File: src/rtl/mwave_pkg.sv
package mwave_pkg;
  localparam int unsigned QUARTERS = 4;
  localparam int unsigned GP_LINES = 5;
  localparam int unsigned UC_DEPTH = 64;
  localparam int unsigned UADDR_W  = $clog2(UC_DEPTH);

  typedef struct packed {
    logic [QUARTERS-1:0] cs;
    logic [QUARTERS-1:0] bs;
    logic [1:0]          g0;
    logic [GP_LINES-1:0] g_lo;
    logic [GP_LINES-1:0] g_hi;
    logic [1:0]          redo;
    logic                loop;
    logic                nxt;
    logic                ack;
    logic                last;
  } uword_t;

  localparam int unsigned UWORD_W = $bits(uword_t);

  typedef enum logic [2:0] {
    K_RD_SINGLE = 3'd0,
    K_RD_BURST  = 3'd1,
    K_WR_SINGLE = 3'd2,
    K_WR_BURST  = 3'd3,
    K_REFRESH   = 3'd4,
    K_EXCEPT    = 3'd5
  } kind_e;

  localparam uword_t UWORD_IDLE = '{cs: '1, bs: '1, g0: '0, g_lo: '0, g_hi: '0,
                                    redo: '0, loop: 1'b0, nxt: 1'b0, ack: 1'b0,
                                    last: 1'b1};

  function automatic logic [UADDR_W-1:0] entry_of(input logic [2:0] kind);
    case (kind)
      3'd0:    return UADDR_W'(8'h00);
      3'd1:    return UADDR_W'(8'h08);
      3'd2:    return UADDR_W'(8'h18);
      3'd3:    return UADDR_W'(8'h20);
      3'd4:    return UADDR_W'(8'h30);
      default: return UADDR_W'(8'h3C);
    endcase
  endfunction
endpackage

File: src/rtl/mwave_store.sv
module mwave_store
  import mwave_pkg::*;
#(
  parameter int unsigned DEPTH = UC_DEPTH,
  localparam int unsigned AW = $clog2(DEPTH)
) (
  input  logic          clk_i,
  input  logic          rst_ni,
  input  logic          we_i,
  input  logic [AW-1:0] waddr_i,
  input  uword_t        wdata_i,
  input  logic [AW-1:0] raddr_i,
  output uword_t        rdata_o
);
  uword_t mem_q [DEPTH];

  for (genvar w = 0; w < DEPTH; w++) begin : g_word
    always_ff @(posedge clk_i or negedge rst_ni) begin
      if (!rst_ni) mem_q[w] <= UWORD_IDLE;
      else if (we_i && waddr_i == AW'(w)) mem_q[w] <= wdata_i;
    end
  end

  assign rdata_o = mem_q[raddr_i];
endmodule

File: src/rtl/mwave_phase.sv
module mwave_phase
  import mwave_pkg::*;
#(
  parameter int unsigned GP_N = GP_LINES,
  localparam int unsigned PH_W = $clog2(QUARTERS)
) (
  input  logic                clk_i,
  input  logic                rst_ni,
  input  logic                start_i,
  input  logic                busy_i,
  input  logic [QUARTERS-1:0] cs_lv_i,
  input  logic [QUARTERS-1:0] bs_lv_i,
  input  logic [1:0]          g0_i,
  input  logic [GP_N-1:0]     glo_i,
  input  logic [GP_N-1:0]     ghi_i,
  output logic [PH_W-1:0]     ph_o,
  output logic                pass_end_o,
  output logic                cs_o,
  output logic                bs_o,
  output logic [GP_N:0]       gp_o
);
  logic [PH_W-1:0] ph_q;
  logic            late_half;

  always_ff @(posedge clk_i or negedge rst_ni) begin
    if (!rst_ni)      ph_q <= '0;
    else if (start_i) ph_q <= '0;
    else if (busy_i)  ph_q <= ph_q + PH_W'(1);
  end

  assign late_half  = ph_q[PH_W-1];
  assign pass_end_o = busy_i && (ph_q == PH_W'(QUARTERS-1));
  assign ph_o       = ph_q;

  always_comb begin
    if (busy_i) begin
      cs_o = cs_lv_i[ph_q];
      bs_o = bs_lv_i[ph_q];
      gp_o = late_half ? {ghi_i, g0_i[1]} : {glo_i, g0_i[0]};
    end else begin
      cs_o = 1'b1;
      bs_o = 1'b1;
      gp_o = '0;
    end
  end
endmodule

File: src/rtl/mwave_ctrl.sv
module mwave_ctrl
  import mwave_pkg::*;
#(
  parameter int unsigned LA_W   = 5,
  parameter int unsigned LOOP_W = 4
) (
  input  logic               clk_i,
  input  logic               rst_ni,
  input  logic               req_i,
  input  logic [2:0]         kind_i,
  input  logic [LA_W-1:0]    req_addr_i,
  input  logic [LOOP_W-1:0]  rd_loops_i,
  input  logic [LOOP_W-1:0]  wr_loops_i,
  input  logic               wait_i,
  input  logic               wait_pol_i,
  input  logic               pass_end_i,
  input  logic [1:0]         w_redo_i,
  input  logic               w_loop_i,
  input  logic               w_nxt_i,
  input  logic               w_ack_i,
  input  logic               w_last_i,
  output logic               start_o,
  output logic               busy_o,
  output logic [UADDR_W-1:0] pc_o,
  output logic [LA_W-1:0]    addr_o,
  output logic               ack_o
);
  logic               busy_q, lp_open_q, lp_wr_q;
  logic [UADDR_W-1:0] pc_q, lp_start_q;
  logic [LA_W-1:0]    addr_q;
  logic [1:0]         redo_q;
  logic [LOOP_W-1:0]  lp_left_q;
  logic               stall, step, kind_ok, redo_done, loop_close;

  assign stall      = (wait_i == wait_pol_i);
  assign kind_ok    = (kind_i <= 3'(K_EXCEPT));
  assign start_o    = !busy_q && req_i && kind_ok;
  assign step       = pass_end_i && !stall;
  assign redo_done  = (redo_q == w_redo_i);
  assign loop_close = w_loop_i && lp_open_q && (pc_q != lp_start_q);

  always_ff @(posedge clk_i or negedge rst_ni) begin
    if (!rst_ni) begin
      busy_q     <= 1'b0;
      pc_q       <= '0;
      addr_q     <= '0;
      redo_q     <= '0;
      lp_open_q  <= 1'b0;
      lp_wr_q    <= 1'b0;
      lp_start_q <= '0;
      lp_left_q  <= '0;
    end else if (start_o) begin
      busy_q    <= 1'b1;
      pc_q      <= entry_of(kind_i);
      addr_q    <= req_addr_i;
      redo_q    <= '0;
      lp_open_q <= 1'b0;
      lp_wr_q   <= (kind_i == 3'(K_WR_SINGLE)) || (kind_i == 3'(K_WR_BURST));
    end else if (step) begin
      addr_q <= addr_q + LA_W'(w_nxt_i);
      if (!redo_done) begin
        redo_q <= redo_q + 2'd1;
      end else begin
        redo_q <= '0;
        if (w_last_i) begin
          busy_q <= 1'b0;
        end else if (loop_close) begin
          if (lp_left_q > LOOP_W'(1)) begin
            lp_left_q <= lp_left_q - LOOP_W'(1);
            pc_q      <= lp_start_q;
          end else begin
            lp_open_q <= 1'b0;
            pc_q      <= pc_q + UADDR_W'(1);
          end
        end else begin
          if (w_loop_i && !lp_open_q) begin
            lp_open_q  <= 1'b1;
            lp_start_q <= pc_q;
            lp_left_q  <= lp_wr_q ? wr_loops_i : rd_loops_i;
          end
          pc_q <= pc_q + UADDR_W'(1);
        end
      end
    end
  end

  assign busy_o = busy_q;
  assign pc_o   = pc_q;
  assign addr_o = addr_q;
  assign ack_o  = step && w_ack_i;
endmodule

File: src/rtl/mwave_seq.sv
module mwave_seq
  import mwave_pkg::*;
#(
  parameter int unsigned LA_W   = 5,
  parameter int unsigned LOOP_W = 4
) (
  input  logic                clk_i,
  input  logic                rst_ni,
  input  logic                req_i,
  input  logic [2:0]          req_kind_i,
  input  logic [LA_W-1:0]     req_addr_i,
  input  logic [LOOP_W-1:0]   rd_loops_i,
  input  logic [LOOP_W-1:0]   wr_loops_i,
  input  logic                wait_i,
  input  logic                wait_pol_i,
  input  logic                mc_we_i,
  input  logic [UADDR_W-1:0]  mc_addr_i,
  input  logic [UWORD_W-1:0]  mc_data_i,
  output logic                cs_o,
  output logic                bs_o,
  output logic [GP_LINES:0]   gp_o,
  output logic [LA_W-1:0]     addr_o,
  output logic                ack_o,
  output logic                busy_o
);
  localparam int unsigned PH_W = $clog2(QUARTERS);

  uword_t             cur_word, mc_word;
  logic [UADDR_W-1:0] pc;
  logic [PH_W-1:0]    ph_q;
  logic               start, busy, pass_end;

  assign mc_word = uword_t'(mc_data_i);
  assign busy_o  = busy;

  mwave_store #(.DEPTH(UC_DEPTH)) u_store (
    .clk_i   (clk_i),
    .rst_ni  (rst_ni),
    .we_i    (mc_we_i && !busy),
    .waddr_i (mc_addr_i),
    .wdata_i (mc_word),
    .raddr_i (pc),
    .rdata_o (cur_word)
  );

  mwave_ctrl #(.LA_W(LA_W), .LOOP_W(LOOP_W)) u_ctrl (
    .clk_i      (clk_i),
    .rst_ni     (rst_ni),
    .req_i      (req_i),
    .kind_i     (req_kind_i),
    .req_addr_i (req_addr_i),
    .rd_loops_i (rd_loops_i),
    .wr_loops_i (wr_loops_i),
    .wait_i     (wait_i),
    .wait_pol_i (wait_pol_i),
    .pass_end_i (pass_end),
    .w_redo_i   (cur_word.redo),
    .w_loop_i   (cur_word.loop),
    .w_nxt_i    (cur_word.nxt),
    .w_ack_i    (cur_word.ack),
    .w_last_i   (cur_word.last),
    .start_o    (start),
    .busy_o     (busy),
    .pc_o       (pc),
    .addr_o     (addr_o),
    .ack_o      (ack_o)
  );

  mwave_phase #(.GP_N(GP_LINES)) u_phase (
    .clk_i      (clk_i),
    .rst_ni     (rst_ni),
    .start_i    (start),
    .busy_i     (busy),
    .cs_lv_i    (cur_word.cs),
    .bs_lv_i    (cur_word.bs),
    .g0_i       (cur_word.g0),
    .glo_i      (cur_word.g_lo),
    .ghi_i      (cur_word.g_hi),
    .ph_o       (ph_q),
    .pass_end_o (pass_end),
    .cs_o       (cs_o),
    .bs_o       (bs_o),
    .gp_o       (gp_o)
  );
endmodule

File: config.mk
export PLATFORM = sky130hd
export DESIGN_NAME = mwave_seq
export DESIGN_NICKNAME = d
export VERILOG_FILES = /design/src/rtl/mwave_pkg.sv /design/src/rtl/mwave_store.sv /design/src/rtl/mwave_phase.sv /design/src/rtl/mwave_ctrl.sv /design/src/rtl/mwave_seq.sv
export SDC_FILE = /design/constraint.sdc
export NUM_CORES = 2
export LEC_CHECK = 0
export BUFFER_PORTS_ARGS = -buffer_cell sky130_fd_sc_hd__clkbuf_2
export CAP_MARGIN = 40
export CORE_UTILIZATION = 40
export DETAILED_ROUTE_END_ITERATION = 8
export PLACE_DENSITY = 0.65
export SETUP_SLACK_MARGIN = 0.2
export SLEW_MARGIN = 40
export SYNTH_ARGS = -nofsm -noshare
export SYNTH_HDL_FRONTEND = slang
export SYNTH_SLANG_ARGS = --single-unit
File: constraint.sdc
create_clock -name clk_i -period 4.7 [get_ports clk_i]
set_input_delay 0.94 -clock clk_i [delete_from_list [all_inputs] [get_ports clk_i]]
set_output_delay 0.94 -clock clk_i [all_outputs]
set_load 0.01 [all_outputs]
==> results list <==
* Result of the run: finished with violations
* Wire per inst: 26.9 µm
- Synthesized area: 77700 µm²
- Worst Setup End Kind: output port
* Insertion delay to the later sink of the worst-skew pair: 820 ps
- In this run the cell area measured after placement is 81900 µm².
* Post-Route Hold Slack: 339 ps
- Cells with a size suffix above 1 make up 70.6% of the layout.
- Once placement completed, the tool counted placed cells totaling 7063.
- The netlist uses 59 different library cells.
- Maximum number of pins on one net before global-route repair: 130
- Die Area: 196000 µm²
- Commonest register cell after synthesis: sky130_fd_sc_hd__dfrtp_1
* End point of the most critical hold path: u_ctrl.addr_o[4]
- The final hold violation count came to 0.
- Die Height: 443 µm
* TritonCTS clock tree: done
- In this run the worst hold path is classified as in -> reg.
* Final instance area: 88800 µm²
- CTS built an H-tree with a depth of 4.
* Congestion Overflow GR: 0
* Power per cell area: 456 nW/µm²
- The detail route stage leaves a number of antenna-violating nets equal to 0.
* Maximum vdd drop: 0.000354 V
- In this run the core area contains 161 standard-cell rows.
* Shortest period the worst path allows: 4920 ps
* Final slew viol count: 0
* Kind of launch point of the worst setup path: flop
- Period utilization: 105%
* Worst-case register-to-register setup slack: 550 ps
- In this run, synthesis produced a sequential element count of 1692.
* Half-perimeter wire length after placement: 119000 µm
- Summed over all instances, the cell type with the most area after synthesis is sky130_fd_sc_hd__dfrtp_1.
- The first global-routing pass estimated 303000 µm of wire.
- Count of endpoints failing setup in the final report: 9
- For the pin with the worst max-slew slack, the measured transition is 856 ps.
- Share of async-settable or async-resettable flops after synthesis: 100%
- Vias: 42.7k
- Core Footprint: 193000 µm²
- STA puts the critical path data arrival time at 3980 ps.
* Final RePlAce weighted congestion: 0.793
* Cells after synthesis: 4715
- The design draws 40.5 mW.
- Port buffering added 68 buffers.
* Library cell with the highest instance count after synthesis: sky130_fd_sc_hd__mux2_2
- Of the synthesized area, sequential elements account for 55.4%.
- CTS saw 1692 sinks.
* Leak: 39.8 nW
* Hold Crit Start: req_addr_i[4]
* Max-cap violations: 0
- Clock Pin Slew Worst Setup and Hold Paths: 70 ps
- The worst register-to-register path has a depth of 12.
- In this run the biggest area consumer among cell types represents 35.9% of the synthesized area.
- The worst hold path was traced through 3 stages.
- For this run, design rule violations remaining after detail routing come to 0.
- Based on the critical path, the design can be clocked at up to 203 MHz.
* Total number of nets in the final design: 4823
* CTS buffer count: 173
- Total number of yosys warnings: 0
* Largest cells by area after synthesis: sky130_fd_sc_hd__dfrtp_1 36%, sky130_fd_sc_hd__mux2_2 24%, sky130_fd_sc_hd__dfstp_2 19%
* Number of vias per cell after detailed routing: 5.75
- Violated checks: negative setup slack
- The startpoint identified for the worst register-to-register timing path is u_ctrl.pc_o[0].
- Global routing used 20.6% of the available tracks.
- End of the worst register-to-register path: u_ctrl.lp_start_q[4]
* Buffer levels on the longest clock path: 3
- Yosys mapped a number of flops with a built-in enable equal to 0.
* Area growth, synth to finish: 14.3%
- Detailed router's first-iteration violation count: 2804
- Crit path kind: reg -> out
- Measured against its own limit, the worst slew margin works out to 42.8%.
- Total nets after synthesis: 4775
- 69 I/O pins were placed.
- List of most frequent post-synthesis cells: 1677 x sky130_fd_sc_hd__mux2_2, 1116 x sky130_fd_sc_hd__dfrtp_1, 576 x sky130_fd_sc_hd__dfstp_2
- Number of global-route vias before repair: 44.9k
- Total wire length after detailed routing: 200000 µm
* Count of TritonRoute iterations in the first routing pass: 5
* CP Data Required Time: 3760 ps
- Pre-CTS WS: 402 ps
* Layout fillers: 16.2k
- In this run the worst path has a maximum fanout of 5.
- Worst setup skew after layout: 32.8 ps
- Non-filler cells in the finished layout: 7438
- Number of antenna violations at the first check in global routing: 18
* Mean post-synth cell area: 16.5 µm²
- Once the floorplan was initialized, standard cells occupied 40.3% of the core.
* Clock Tree Root: sky130_fd_sc_hd__clkbuf_16
* Unrepaired setup endpoints after global routing: yes
- Final WS setup: -220 ps
* Die Wd: 443 µm
==> state kept, by name (all words and copies together), names as in the netlist, 2 cells and up <==
name,count
u_ctrl.lp_start_q,6
u_store.mem_q,1664
u_phase.ph_o,2
u_ctrl.redo_q,2
u_ctrl.addr_o,5
u_ctrl.lp_left_q,4
u_ctrl.pc_o,6
==> final cells by class <==
type	instances	area [µm²]	area share, %
diodes	6	15.0	0.0169
flip-flops and latches	1692	43100	48.5
clock buffers	252	4970	5.59
clock inverters	66	876	0.986
multi-input cells	2557	33200	37.4
well taps	2526	3160	3.56
repair buffers	331	3520	3.97
inverters	8	30.0	0.0338
==> repair_timing <==
item / in CTS / in global routing
setup endpoints to repair: 9 / 9
setup buffers: 10 / 26
cloned: 8 / 5
pin swaps: 1 / 0
endpoints found under the hold margin: 0 / 4
gates resized for setup: 25 / 25
hold buffers: 0 / 1
==> stage by stage <==
| stage | TNS, ps | util [%] |
|---|---|---|
| floorplan | 0 | - |
| global placement | 0 | 42.4 |
| detailed placement | 0 | 42.5 |
| CTS | -2360 | 45.8 |
| global route | -2130 | 46.1 |
| finish | -1350 | 46.1 |
==> cells by family after synthesis <==
family | Yosys count | synth area share [%]
buf+inv | 466 | 2.47
mux | 2240 | 39.7
xor+xnor | 14 | 0.158
flops | 1692 | 55.4
simple gates | 202 | 1.23
compound gates | 95 | 0.927
fa+ha+maj | 6 | 0.0966
==> per-layer routing <==
layer	vias to the layer above	track usage [%]	share of wire (%)
met5	-	0	0.015
li1	17851	-	-
met1	23644	28.6	44
met3	300	4.18	5.5
met4	6	5.95	2.5
met2	943	32.5	48
==> cell usage in the layout (no fill, tap or decap), types with 11 or more instances in the layout <==
master                      Yosys  final
sky130_fd_sc_hd__mux2_2      1677   1677
sky130_fd_sc_hd__dfrtp_1     1116   1110
sky130_fd_sc_hd__dfstp_2      576    576
sky130_fd_sc_hd__mux4_2       507    507
sky130_fd_sc_hd__clkbuf_16      0    182
sky130_fd_sc_hd__buf_4          9    178
sky130_fd_sc_hd__clkbuf_2       0     56
sky130_fd_sc_hd__buf_12         0     55
sky130_fd_sc_hd__clkbuf_1     348     48
sky130_fd_sc_hd__mux2i_1       49     43
sky130_fd_sc_hd__nand2_2        0     42
sky130_fd_sc_hd__clkinv_2       0     33
sky130_fd_sc_hd__nand2_1       75     29
sky130_fd_sc_hd__clkbuf_8       0     28
sky130_fd_sc_hd__nor2_1        44     24
sky130_fd_sc_hd__nor2_4         0     20
sky130_fd_sc_hd__bufinv_16      0     17
sky130_fd_sc_hd__buf_16         0     16
sky130_fd_sc_hd__nor2b_1       16     15
sky130_fd_sc_hd__a21oi_1       14     14
sky130_fd_sc_hd__o221ai_1      14     14
sky130_fd_sc_hd__nand3_1       12     11
==> where the power goes <==
group / leakage [nW] / total [mW] / internal (mW) / switching [mW]
clock: 2.88 / 14.2 / 8.29 / 5.86
sequential: 21.3 / 17.3 / 16.3 / 0.941
combinational: 15.6 / 9.12 / 4.66 / 4.46
total: 39.8 / 40.5 / 29.3 / 11.3
==> critical path: stages (launching register included) <==
cell and delay (ps):
sky130_fd_sc_hd__dfrtp_4 520, sky130_fd_sc_hd__buf_12 160, sky130_fd_sc_hd__buf_12 130, sky130_fd_sc_hd__buf_16 130, sky130_fd_sc_hd__buf_4 130, sky130_fd_sc_hd__mux4_2 400, sky130_fd_sc_hd__mux4_2 560, sky130_fd_sc_hd__mux4_2 550
sky130_fd_sc_hd__mux2i_4 190, sky130_fd_sc_hd__o2111ai_4 180, sky130_fd_sc_hd__clkbuf_2 180
==> how the worst max path moves through the flow <==
stage / from / end / slack (ps) / cells past startpoint
after floorplan: u_ctrl.pc_o[0] / bs_o / 570 / 9
after global placement: u_ctrl.pc_o[0] / gp_o[4] / 380 / 8
after CTS: u_ctrl.pc_o[0] / bs_o / -280 / 9
after detailed placement: u_ctrl.pc_o[0] / gp_o[4] / 400 / 8
final: u_ctrl.pc_o[0] / bs_o / -220 / 10
after global routing: u_ctrl.pc_o[0] / bs_o / -300 / 10
Power figures use the tool's default switching activity.
